--- src/rtl/sdm_pkg.sv ---
package sdm_pkg;
  localparam int SDM_IN_W   = 12;
  localparam int SDM_CODE_W = 4;
  localparam int SDM_ST_W   = 20;
  localparam int SDM_C_W    = 14;
  localparam int SDM_C_FRAC = 12;
  localparam int SDM_STAGES = 4;
endpackage

--- src/rtl/sdm_quantizer.sv ---
module sdm_quantizer #(
  parameter int SW      = sdm_pkg::SDM_ST_W,
  parameter int QW      = sdm_pkg::SDM_CODE_W,
  parameter int STEP_SH = 8
) (
  input  logic [SW-1:0] y_in,
  output logic [QW-1:0] code
);
  localparam logic signed [SW:0] RND =
    {{(SW+1-STEP_SH){1'b0}}, 1'b1, {(STEP_SH-1){1'b0}}};
  localparam logic signed [SW:0] QMAXW = {{(SW+2-QW){1'b0}}, {(QW-1){1'b1}}};
  localparam logic signed [SW:0] QMINW = {{(SW+2-QW){1'b1}}, {(QW-1){1'b0}}};

  logic signed [SW:0] y_rnd;
  logic signed [SW:0] lvl;
  logic               clip_hi;
  logic               clip_lo;

  always_comb begin
    y_rnd   = {y_in[SW-1], y_in} + RND;
    lvl     = y_rnd >>> STEP_SH;
    clip_hi = (lvl > QMAXW);
    clip_lo = (lvl < QMINW);
    if (clip_hi)      code = {1'b0, {(QW-1){1'b1}}};
    else if (clip_lo) code = {1'b1, {(QW-1){1'b0}}};
    else              code = lvl[QW-1:0];
  end

  // a large positive input must give a non-negative code,
  // and a large negative input a negative code
  always_comb begin
    if (clip_hi) a_r7_clip_sign_hi: assert (code[QW-1] == 1'b0);
    if (clip_lo) a_r7_clip_sign_lo: assert (code[QW-1] == 1'b1);
  end
endmodule

--- src/rtl/sdm_tuned_stage.sv ---
module sdm_tuned_stage #(
  parameter int SW = sdm_pkg::SDM_ST_W,
  parameter int CW = sdm_pkg::SDM_C_W,
  parameter int CF = sdm_pkg::SDM_C_FRAC,
  parameter int WW = SW + 3
) (
  input  logic                 clk,
  input  logic                 rst_n,
  input  logic                 en,
  input  logic signed [CW-1:0] c,
  input  logic signed [WW-1:0] u,
  output logic signed [SW-1:0] s
);
  localparam int PW = SW + CW + 2;
  localparam int MW = SW + CW + 1;
  localparam logic signed [PW-1:0] MAXP = {{(PW-SW+1){1'b0}}, {(SW-1){1'b1}}};
  localparam logic signed [PW-1:0] MINP = {{(PW-SW+1){1'b1}}, {(SW-1){1'b0}}};
  localparam logic signed [CW-1:0] C_ONE = {{(CW-CF-1){1'b0}}, 1'b1, {CF{1'b0}}};

  function automatic logic signed [SW-1:0] clip(input logic signed [PW-1:0] v);
    if (v > MAXP)      return {1'b0, {(SW-1){1'b1}}};
    else if (v < MINP) return {1'b1, {(SW-1){1'b0}}};
    else               return v[SW-1:0];
  endfunction

  logic signed [SW-1:0] y_q;   // allpass output, also the stage output
  logic signed [SW-1:0] p_q;   // previous allpass input
  logic signed [SW-1:0] e;     // allpass input after saturation
  logic signed [SW:0]   ap_sum;
  logic signed [MW-1:0] prod;
  logic signed [MW-1:0] prod_sh;
  logic signed [SW-1:0] y_nxt;

  always_comb begin
    e       = clip({{(PW-WW){u[WW-1]}}, u} + {{(PW-SW){y_q[SW-1]}}, y_q});
    ap_sum  = {e[SW-1], e} + {y_q[SW-1], y_q};
    prod    = {{CW{ap_sum[SW]}}, ap_sum} * {{(SW+1){c[CW-1]}}, c};
    prod_sh = prod >>> CF;
    y_nxt   = clip({prod_sh[MW-1], prod_sh} - {{(PW-SW){p_q[SW-1]}}, p_q});
  end

  always_ff @(posedge clk) begin
    if (!rst_n) begin
      y_q <= '0;
      p_q <= '0;
    end else if (en) begin
      y_q <= y_nxt;
      p_q <= e;
    end
  end

  assign s = y_q;

  // no sample, no state motion
  a_r9_idle_holds: assert property (@(posedge clk) disable iff (!rst_n)
    !en |=> ($stable(y_q) && $stable(p_q)));
  // at unity tuning with matched states, the stage integrates exactly
  a_r4_unity_integrates: assert property (@(posedge clk) disable iff (!rst_n)
    (en && c == C_ONE && y_q == p_q) |=> (y_q == $past(e) && p_q == y_q));
endmodule

--- src/rtl/tunable_sdm.sv ---
module tunable_sdm #(
  parameter int IN_W = sdm_pkg::SDM_IN_W,
  parameter int QW   = sdm_pkg::SDM_CODE_W,
  parameter int SW   = sdm_pkg::SDM_ST_W,
  parameter int CW   = sdm_pkg::SDM_C_W,
  parameter int CF   = sdm_pkg::SDM_C_FRAC,
  parameter int A1_SH = 4,
  parameter int A2_SH = 7
) (
  input  logic            clk,
  input  logic            rst_n,
  input  logic            in_valid,
  input  logic [IN_W-1:0] in_sample,
  input  logic            c_load,
  input  logic [CW-1:0]   c_value,
  output logic            q_valid,
  output logic [QW-1:0]   q_out
);
  localparam int NST     = sdm_pkg::SDM_STAGES;
  localparam int WW      = SW + 3;
  localparam int STEP_SH = IN_W - QW;
  localparam logic [CW-1:0] C_UNITY = {{(CW-CF-1){1'b0}}, 1'b1, {CF{1'b0}}};

  function automatic logic signed [WW-1:0] widen(input logic signed [SW-1:0] a);
    return {{(WW-SW){a[SW-1]}}, a};
  endfunction

  logic [CW-1:0]          c_q;
  logic signed [SW-1:0]   st [NST];
  logic signed [WW-1:0]   u  [NST];
  logic [QW-1:0]          q_code;
  logic signed [WW-1:0]   x_w;
  logic signed [WW-1:0]   fb;
  logic signed [WW-1:0]   fb_b2;
  logic signed [WW-1:0]   fb_b3;
  logic signed [WW-1:0]   fb_b4;

  sdm_quantizer #(.SW(SW), .QW(QW), .STEP_SH(STEP_SH)) u_quant (
    .y_in (st[NST-1]),
    .code (q_code)
  );

  always_comb begin
    x_w   = {{(WW-IN_W){in_sample[IN_W-1]}}, in_sample};
    fb    = {{(WW-QW-STEP_SH){q_code[QW-1]}}, q_code, {STEP_SH{1'b0}}};
    fb_b2 = (fb >>> 1) + (fb >>> 3);
    fb_b3 = (fb >>> 3) + (fb >>> 4);
    fb_b4 = fb >>> 5;
    u[0]  = x_w - fb - (widen(st[1]) >>> A1_SH);
    u[1]  = widen(st[0]) - fb_b2;
    u[2]  = widen(st[1]) - fb_b3 - (widen(st[3]) >>> A2_SH);
    u[3]  = widen(st[2]) - fb_b4;
  end

  for (genvar k = 0; k < NST; k++) begin : g_stage
    sdm_tuned_stage #(.SW(SW), .CW(CW), .CF(CF), .WW(WW)) u_stage (
      .clk   (clk),
      .rst_n (rst_n),
      .en    (in_valid),
      .c     (c_q),
      .u     (u[k]),
      .s     (st[k])
    );
  end

  always_ff @(posedge clk) begin
    if (!rst_n) begin
      c_q     <= C_UNITY;
      q_out   <= '0;
      q_valid <= 1'b0;
    end else begin
      q_valid <= in_valid;
      if (in_valid) q_out <= q_code;
      if (c_load)   c_q   <= c_value;
    end
  end

  a_r2_valid_follows: assert property (@(posedge clk) disable iff (!rst_n)
    in_valid |=> q_valid);
  a_r2_quiet_follows: assert property (@(posedge clk) disable iff (!rst_n)
    !in_valid |=> (!q_valid && $stable(q_out)));
  a_r3_load_takes: assert property (@(posedge clk) disable iff (!rst_n)
    c_load |=> (c_q == $past(c_value)));
  a_r3_word_holds: assert property (@(posedge clk) disable iff (!rst_n)
    !c_load |=> $stable(c_q));
endmodule

--- config.mk ---
export PLATFORM = sky130hd
export DESIGN_NAME = tunable_sdm
export DESIGN_NICKNAME = d
export VERILOG_FILES = /design/src/rtl/sdm_pkg.sv /design/src/rtl/sdm_quantizer.sv /design/src/rtl/sdm_tuned_stage.sv /design/src/rtl/tunable_sdm.sv
export SDC_FILE = /design/constraint.sdc
export NUM_CORES = 2
export LEC_CHECK = 0
export BUFFER_PORTS_ARGS = -buffer_cell sky130_fd_sc_hd__buf_4
export CAP_MARGIN = 10
export CELL_PAD_IN_SITES_DETAIL_PLACEMENT = 1
export CELL_PAD_IN_SITES_GLOBAL_PLACEMENT = 2
export CORE_MARGIN = 1
export CORE_UTILIZATION = 35
export DETAILED_ROUTE_END_ITERATION = 7
export HOLD_SLACK_MARGIN = 0.1
export PLACE_DENSITY_LB_ADDON = 0.1
export SYNTH_ARGS = -nofsm -noshare
export SYNTH_HDL_FRONTEND = slang
export SYNTH_SLANG_ARGS = --single-unit
export TNS_END_PERCENT = 100
--- constraint.sdc ---
create_clock -name clk -period 20.4 [get_ports clk]
set_input_delay 2.04 -clock clk [delete_from_list [all_inputs] [get_ports clk]]
set_output_delay 2.04 -clock clk [all_outputs]
set_load 0.02 [all_outputs]
Word level (Yosys, flattened, before mapping)
Index checks and enable logic that the tools add are counted.
- register bits after elaboration: 179
- latch bits: 0
- RAM bits: 0
- bits in read-only memories: 0
- bits of input ports: 30
- output and inout port bits: 5
- logic and storage cells: 72
- memories: 0
- $add $sub $neg: 21
- multipliers: 4
- divide/modulo/power cells: 0
- magnitude comparators: 18
- equal/unequal tests: 0
- shift-type cells: 0
- muxes and demuxes: 18
- bitwise gates (word level): 0
- reduce and logical (&&, ||, !) cells: 0
- operators by type and width (kind ; count):
    20-bit 2-to-1 mux ; 16
    36-bit by 20-bit > comparator with 1-bit output (second input constant) ; 8
    36-bit by 20-bit less-than comparator with 1-bit output (second input constant) ; 8
    21-bit by 14-bit multiplier with 35-bit output ; 4
    23-bit by 20-bit subtractor with 24-bit output ; 4
    20-bit by 20-bit adder with 21-bit output ; 4
    21-bit by 20-bit adder with 22-bit output ; 2
    22-bit by 20-bit adder with 23-bit output ; 1
    21-bit by 13-bit subtractor with 22-bit output ; 1
    17-bit by 20-bit adder with 21-bit output ; 1
    20-bit by 9-bit adder with 21-bit output (second input constant) ; 1
    20-bit by 10-bit subtractor with 21-bit output ; 1
    20-bit by 12-bit subtractor with 21-bit output ; 1
    20-bit by 7-bit subtractor with 21-bit output ; 1
    13-bit by 16-bit subtractor with 17-bit output ; 1
    13-bit by 4-bit > comparator with 1-bit output (second input constant) ; 1
    13-bit by 4-bit less-than comparator with 1-bit output (second input constant) ; 1
    12-bit by 12-bit subtractor with 13-bit output ; 1
    11-bit by 9-bit adder with 12-bit output ; 1
    9-bit by 8-bit adder with 10-bit output ; 1
    4-bit 2-to-1 mux ; 2

Depth between registers and ports, before layout
- depth after elaboration: 17
- gate-level depth with buffers: 79
- depth with buffers taken out: 76

Hierarchy
From an unflattened synthesis, not the netlist that was laid out.
- cells, all modules: 7575
- area total of the unflattened synthesis: 64632.0 um2
- by module, submodules not included (module ; times used ; cells an instance ; area each (um2) ; sequential area each (um2)):
    sdm_tuned_stage at g_stage[3].u_stage ; 1 ; 1767 ; 15060.7 ; 800.8
    sdm_tuned_stage at g_stage[1].u_stage ; 1 ; 1737 ; 14955.6 ; 800.8
    sdm_tuned_stage at g_stage[2].u_stage ; 1 ; 1736 ; 14813.0 ; 800.8
    sdm_tuned_stage at g_stage[0].u_stage ; 1 ; 1713 ; 14750.4 ; 800.8
    tunable_sdm ; 1 ; 567 ; 4664.5 ; 380.4
    sdm_quantizer ; 1 ; 55 ; 387.9 ; 0.0

Worst setup path after synthesis
No wires, ideal clock.
- kind: reg-to-reg
- start point: register g_stage[3].u_stage.y_q[8]
- end point: register g_stage[1].u_stage.y_q[10]
- setup time: 0.119 ns
- data arrival time: 17.372 ns
- required time: 20.281 ns
- path slack: 2.908 ns
- stages on the path, launching flop included: 71
- path buffers: 4
- period minus slack after synthesis: 17.492 ns
- cell sequence: dfxtp_1 inv_1 nor3_1 nand2_1 nor2_1 nand2_1 nand2_1 inv_1 o41ai_1 a21oi_1 inv_1 ha_1 fa_1 inv_1 ha_1 or3_1 nor2_1 o21ai_1 (+35 left out) o21ai_0 or3_1 o31a_1 a41o_1 and2_1 o21a_1 nor2_1 xnor2_1 ha_1 nor3_1 o211ai_2 a31o_1 a21oi_2 xnor2_1 or4_4 a21oi_4 buf_6 a21oi_1
- word-level cells in the longest chain between the ends: 16
- elaborated cells on any way between the ends: 19
- those cells by class: add/sub: 6; mul: 1; order compare: 6; mux: 6
- ends and longest elaborated chain (what ; line ; text):
    from (decl) ; sdm_tuned_stage.sv:26 ; logic signed [SW-1:0] y_q;
    from (signal assigned) ; sdm_tuned_stage.sv:47 ; y_q <= y_nxt;
    20-bit by 9-bit adder with 21-bit output * ; sdm_quantizer.sv:20 ; y_rnd = {y_in[SW-1], y_in} + RND;
    13-bit by 4-bit less-than comparator with 1-bit output ; sdm_quantizer.sv:23 ; clip_lo = (lvl < QMINW);
    4-bit 2-to-1 mux ; sdm_quantizer.sv:25 ; else if (clip_lo) code = {1'b1, {(QW-1){1'b0}}};
    4-bit 2-to-1 mux * ; sdm_quantizer.sv:24 ; if (clip_hi) code = {1'b0, {(QW-1){1'b1}}};
    via q_code[3] ; tunable_sdm.sv:31 ; logic [QW-1:0] q_code;
    11-bit by 9-bit adder with 12-bit output * ; tunable_sdm.sv:46 ; fb_b2 = (fb >>> 1) + (fb >>> 3);
    20-bit by 12-bit subtractor with 21-bit output * ; tunable_sdm.sv:50 ; u[1] = widen(st[0]) - fb_b2;
    21-bit by 20-bit adder with 22-bit output * ; sdm_tuned_stage.sv:35 ; e = clip({{(PW-WW){u[WW-1]}}, u} + {{(PW-SW){y_q[SW-1]}}, y_q});
    (+2 left out) ; -- ;
    20-bit 2-to-1 mux * ; sdm_tuned_stage.sv:21 ; if (v > MAXP) return {1'b0, {(SW-1){1'b1}}};
    via g_stage[1].u_stage.e[0] ; sdm_tuned_stage.sv:28 ; logic signed [SW-1:0] e;
    20-bit by 20-bit adder with 21-bit output * ; sdm_tuned_stage.sv:36 ; ap_sum = {e[SW-1], e} + {y_q[SW-1], y_q};
    21-bit by 14-bit multiplier with 35-bit output * ; sdm_tuned_stage.sv:37 ; prod = {{CW{ap_sum[SW]}}, ap_sum} * {{(SW+1){c[CW-1]}}, c};
    23-bit by 20-bit subtractor with 24-bit output * ; sdm_tuned_stage.sv:39 ; y_nxt = clip({prod_sh[MW-1], prod_sh} - {{(PW-SW){p_q[SW-1]}}, p_q});
    36-bit by 20-bit less-than comparator with 1-bit output ; sdm_tuned_stage.sv:22 ; else if (v < MINP) return {1'b1, {(SW-1){1'b0}}};
    20-bit 2-to-1 mux ; sdm_tuned_stage.sv:22 ;
    20-bit 2-to-1 mux * ; sdm_tuned_stage.sv:21 ;
    to (signal assigned) ; sdm_tuned_stage.sv:47 ;
    to (decl) ; sdm_tuned_stage.sv:26 ;
The timed path passes the listed nets; every way through them passes the cells marked *.
A chain may end at the register's enable or synchronous reset.

Worst setup path after layout
- start point: register g_stage[3].u_stage.y_q[7]
- end point: register g_stage[1].u_stage.y_q[5]
- word-level cells in the longest chain between the ends: 16
- elaborated cells on any way between the ends: 19
- those cells by class: add/sub: 6; mul: 1; order compare: 6; mux: 6
- ends and longest elaborated chain (what ; line):
    20-bit by 9-bit adder with 21-bit output * ; sdm_quantizer.sv:20
    13-bit by 4-bit less-than comparator with 1-bit output ; sdm_quantizer.sv:23
    4-bit 2-to-1 mux ; sdm_quantizer.sv:25
    4-bit 2-to-1 mux * ; sdm_quantizer.sv:24
    11-bit by 9-bit adder with 12-bit output * ; tunable_sdm.sv:46
    20-bit by 12-bit subtractor with 21-bit output * ; tunable_sdm.sv:50
    21-bit by 20-bit adder with 22-bit output * ; sdm_tuned_stage.sv:35
    36-bit by 20-bit less-than comparator with 1-bit output ; sdm_tuned_stage.sv:22
    20-bit 2-to-1 mux ; sdm_tuned_stage.sv:22
    20-bit 2-to-1 mux * ; sdm_tuned_stage.sv:21
    via g_stage[1].u_stage.e[0] ; sdm_tuned_stage.sv:28
    20-bit by 20-bit adder with 21-bit output * ; sdm_tuned_stage.sv:36
    21-bit by 14-bit multiplier with 35-bit output * ; sdm_tuned_stage.sv:37
    23-bit by 20-bit subtractor with 24-bit output * ; sdm_tuned_stage.sv:39
    36-bit by 20-bit less-than comparator with 1-bit output ; sdm_tuned_stage.sv:22
    20-bit 2-to-1 mux ; sdm_tuned_stage.sv:22
    20-bit 2-to-1 mux * ; sdm_tuned_stage.sv:21
Marked as above.

==> results.txt <==
# IOs - 35
Antenna Nets Post-Route - 0
Later-pin clock latency in the skew report - 530 ps
Detailed Place HPWL - 159,000 µm
Final #Nets - 8,975
Vias per cell - 4.97
Tmin final - 18,890 ps
Critical-path top delay cell - o41ai_2
Total grt overflow - 0
Syn Inst Count - 7,268
Full die area - 179,000 µm²
R2R Path End - g_stage[1].u_stage.s[5]
Mean Syn Cell Area - 8.56 µm²
CTS Hold Bufs - 0
Initial antenna violation count - 4
Die Wd - 424 µm
CP Capture Type - register
DR top layer - met4
FILL cells - 20,804
R2R cell count - 67
Number of cell rows - 154
Clk_skew - 18.6 ps
P&R area growth vs syn - 5.84%
Fin. Hold Viols - 0
Share of cells above drive strength 1 - 3.93%
DRC errors left - 0
Mean routed wirelength per cell - 20.7 µm
Die Ht - 424 µm
WP data arrival - 19,270 ps
Fin Setup TNS - 0 ps
Setup-failing EPs final - 0
Max Fclk - 0.0529 GHz
Clk root buf - clkbuf_16
Final non-filler cell total - 9,487
CTS clk-pin slew, worst paths - 80 ps
Global placer's final weighted congestion - 0.821
Initial DRC count - 1,951
Syn_nets - 9,110
Crit share post-route - 92.6%
GRT Total Usage - 22.6%
CP startpoint kind - register
Min setup slack post-route - 1510 ps
Max Cap Viol - 0
RSZ-0062 raised after global routing - no
Largest net degree at the start of global routing - 90
CTS tree - yes
Slew headroom - 28.7%
Worst hold path stage count - 2
Routed wire length - 197,000 µm
Hold Path Class - register to register
Vias in the first global route - 53,067
Worst slack at placement - 750 ps
Slew @ Worst Pin - 1070 ps
Met2 WL - 98,500 µm
#FFs+latches synth - 179
CTS Sinks - 179
Async S/R FF share, synth - 0%
Hold Startpoint - g_stage[1].u_stage.p_q[16]
R2r setup slk - 1510 ps
WS Path Type - register to register
Cell Count Post-Placement - 9,454
Initial Utilization - 35.3%
Met3 routed WL - 2100 µm
R2r startpoint - g_stage[3].u_stage.s[7]
Met1 Wirelength - 94,000 µm
Max-slew violations - 0
Longest Clk Path Bufs - 2
CP max FO - 20
Outcome - finished, final reports clean
Yosys cell types - 85
CTS Buf Count - 17
EDFF count, synth - 0
Top_reg_cell synth - dfxtp_1
DR vias - 47,125
Worst path required time - 20,780 ps
Part of the Yosys area used for sequential elements - 5.76%
Synthesized area - 62,200 µm²
Core Area - 176,000 µm²
WHS Endpoint - g_stage[1].u_stage.p_q[16]
# H-tree levels - 4
Yosys warning count - 0
First-pass GRT wire length - 315,000 µm
PortBufs - 34
CP max stage delay - 710 ps
Drt first pass iters - 4
==> cell usage after synthesis (7+ instances only) <==
cell          n  area, µm²
o211a_1      10        100
nor2_1      258        968
nand2_1     790       2970
o21bai_1     39        293
or3_1        22        138
or2_2        15       93.8
a21oi_1     331       1660
clkbuf_1    287       1080
a21o_1      112        841
xor2_1      113        990
o21a_1       40        300
a211o_1      14        123
a2111oi_0     7       61.3
o21ai_0     282       1410
a21boi_0      8       60.1
and3_1       34        213
inv_1      1549       5810
a31oi_1      25        156
o21ba_2      23        230
fa_1       1210      24200
a41oi_1      10       87.6
o211ai_1     20        150
and4_1        7       61.3
o22ai_1       8       50.1
maj3_1       19        190
nor3_1       55        275
a221o_1       7       70.1
buf_2         8       40.0
xnor2_1     226       1980
nor2b_1      56        350
a311oi_1     12        105
dfxtp_1     179       3580
o2111ai_1     9       78.8
nand3_1      60        300
o311ai_0     23        201
mux2i_1      18        180
a31o_2       12        105
and2_1      535       3350
nand4_1      27        169
a211oi_1     24        180
o31ai_1      10       75.1
ha_1        602       7530
nand2b_1     81        507
==> placed cells by master, fill, tap and decap left out, drive strengths merged, types with 55 or more instances in the layout <==
cell    netlist  layout
inv        1549    1554
xnor2       226     226
nor3         55      55
nor2b        56      56
a21oi       335     335
dfxtp       179     179
and2        535     535
nor2        258     258
nand2       790     790
nand2b       81      81
xor2        113     113
ha          602     602
buf          11     145
nand3        60      60
fa         1210    1210
o21ai       287     287
a21o        112     112
==> final cells by class <==
class	instances	area, µm²	area share, %
multi-input combinational	5240	51800	78.7
inverter	1550	5820	8.84
sequential	179	3630	5.52
tap	2340	2930	4.45
timing repair buffer	145	1090	1.65
clock buffer	19	454	0.690
clock inverter	13	121	0.184
antenna	1	2.50	0.00380
==> cell families after synthesis <==
family                   count (synthesis)  synth area share, %
AO/OA/AOI/OAI                         1083                 11.1
multiplexers                            23                0.380
AND/OR/NAND/NOR                       1964                 15.4
flip-flops                             179                 5.76
buffers and inverters                 1849                 11.2
adder cells (fa/ha/maj)               1831                 51.4
XOR/XNOR                               339                 4.77
==> critical path: cells and delay by family (launching register included) <==
kind | cells | cell delay (ps)
flops | 1 | 510
xor+xnor | 2 | 170
fa+ha+maj | 14 | 5140
compound gates | 31 | 7960
simple gates | 14 | 4270
buf+inv | 6 | 630
==> per-layer routing <==
layer	up-vias	global-route usage, %
li1	22167	-
met1	24626	31.0
met2	265	40.1
met3	67	0.964
met4	0	3.02
met5	-	0
==> state kept, by name (all words and copies together) (netlist names) <==
register and count:
g_stage.u_stage.p_q 80, g_stage.u_stage.s 80, c_q 14, q_out 4, q_valid 1
==> worst max path at each step <==
stage | from | endpoint | cells past startpoint
floorplan | g_stage[3].u_stage.s[8] | g_stage[1].u_stage.s[10] | 70
global placement | g_stage[3].u_stage.s[7] | g_stage[2].u_stage.s[0] | 76
detailed placement | g_stage[3].u_stage.s[7] | g_stage[1].u_stage.s[5] | 67
CTS | g_stage[3].u_stage.s[7] | g_stage[1].u_stage.s[5] | 67
global route | g_stage[3].u_stage.s[13] | g_stage[1].u_stage.s[5] | 67
finish | g_stage[3].u_stage.s[7] | g_stage[1].u_stage.s[5] | 67
==> stage by stage <==
step	hold WS [ps]	area [µm²]	util (%)
after floorplan	441	62200	-
after global placement	454	65200	37.0
after detailed placement	459	65200	37.0
after CTS	478	65800	37.3
after global routing	503	65800	37.3
final	472	65800	37.3
==> repair_timing <==
action,in CTS,in global routing
gates resized for setup,0,5
endpoints found under the setup margin,0,38
setup buffers,0,0
Power is not shown: default switching activity piles up to over one toggle a cycle in this logic, so the estimate is an artifact.
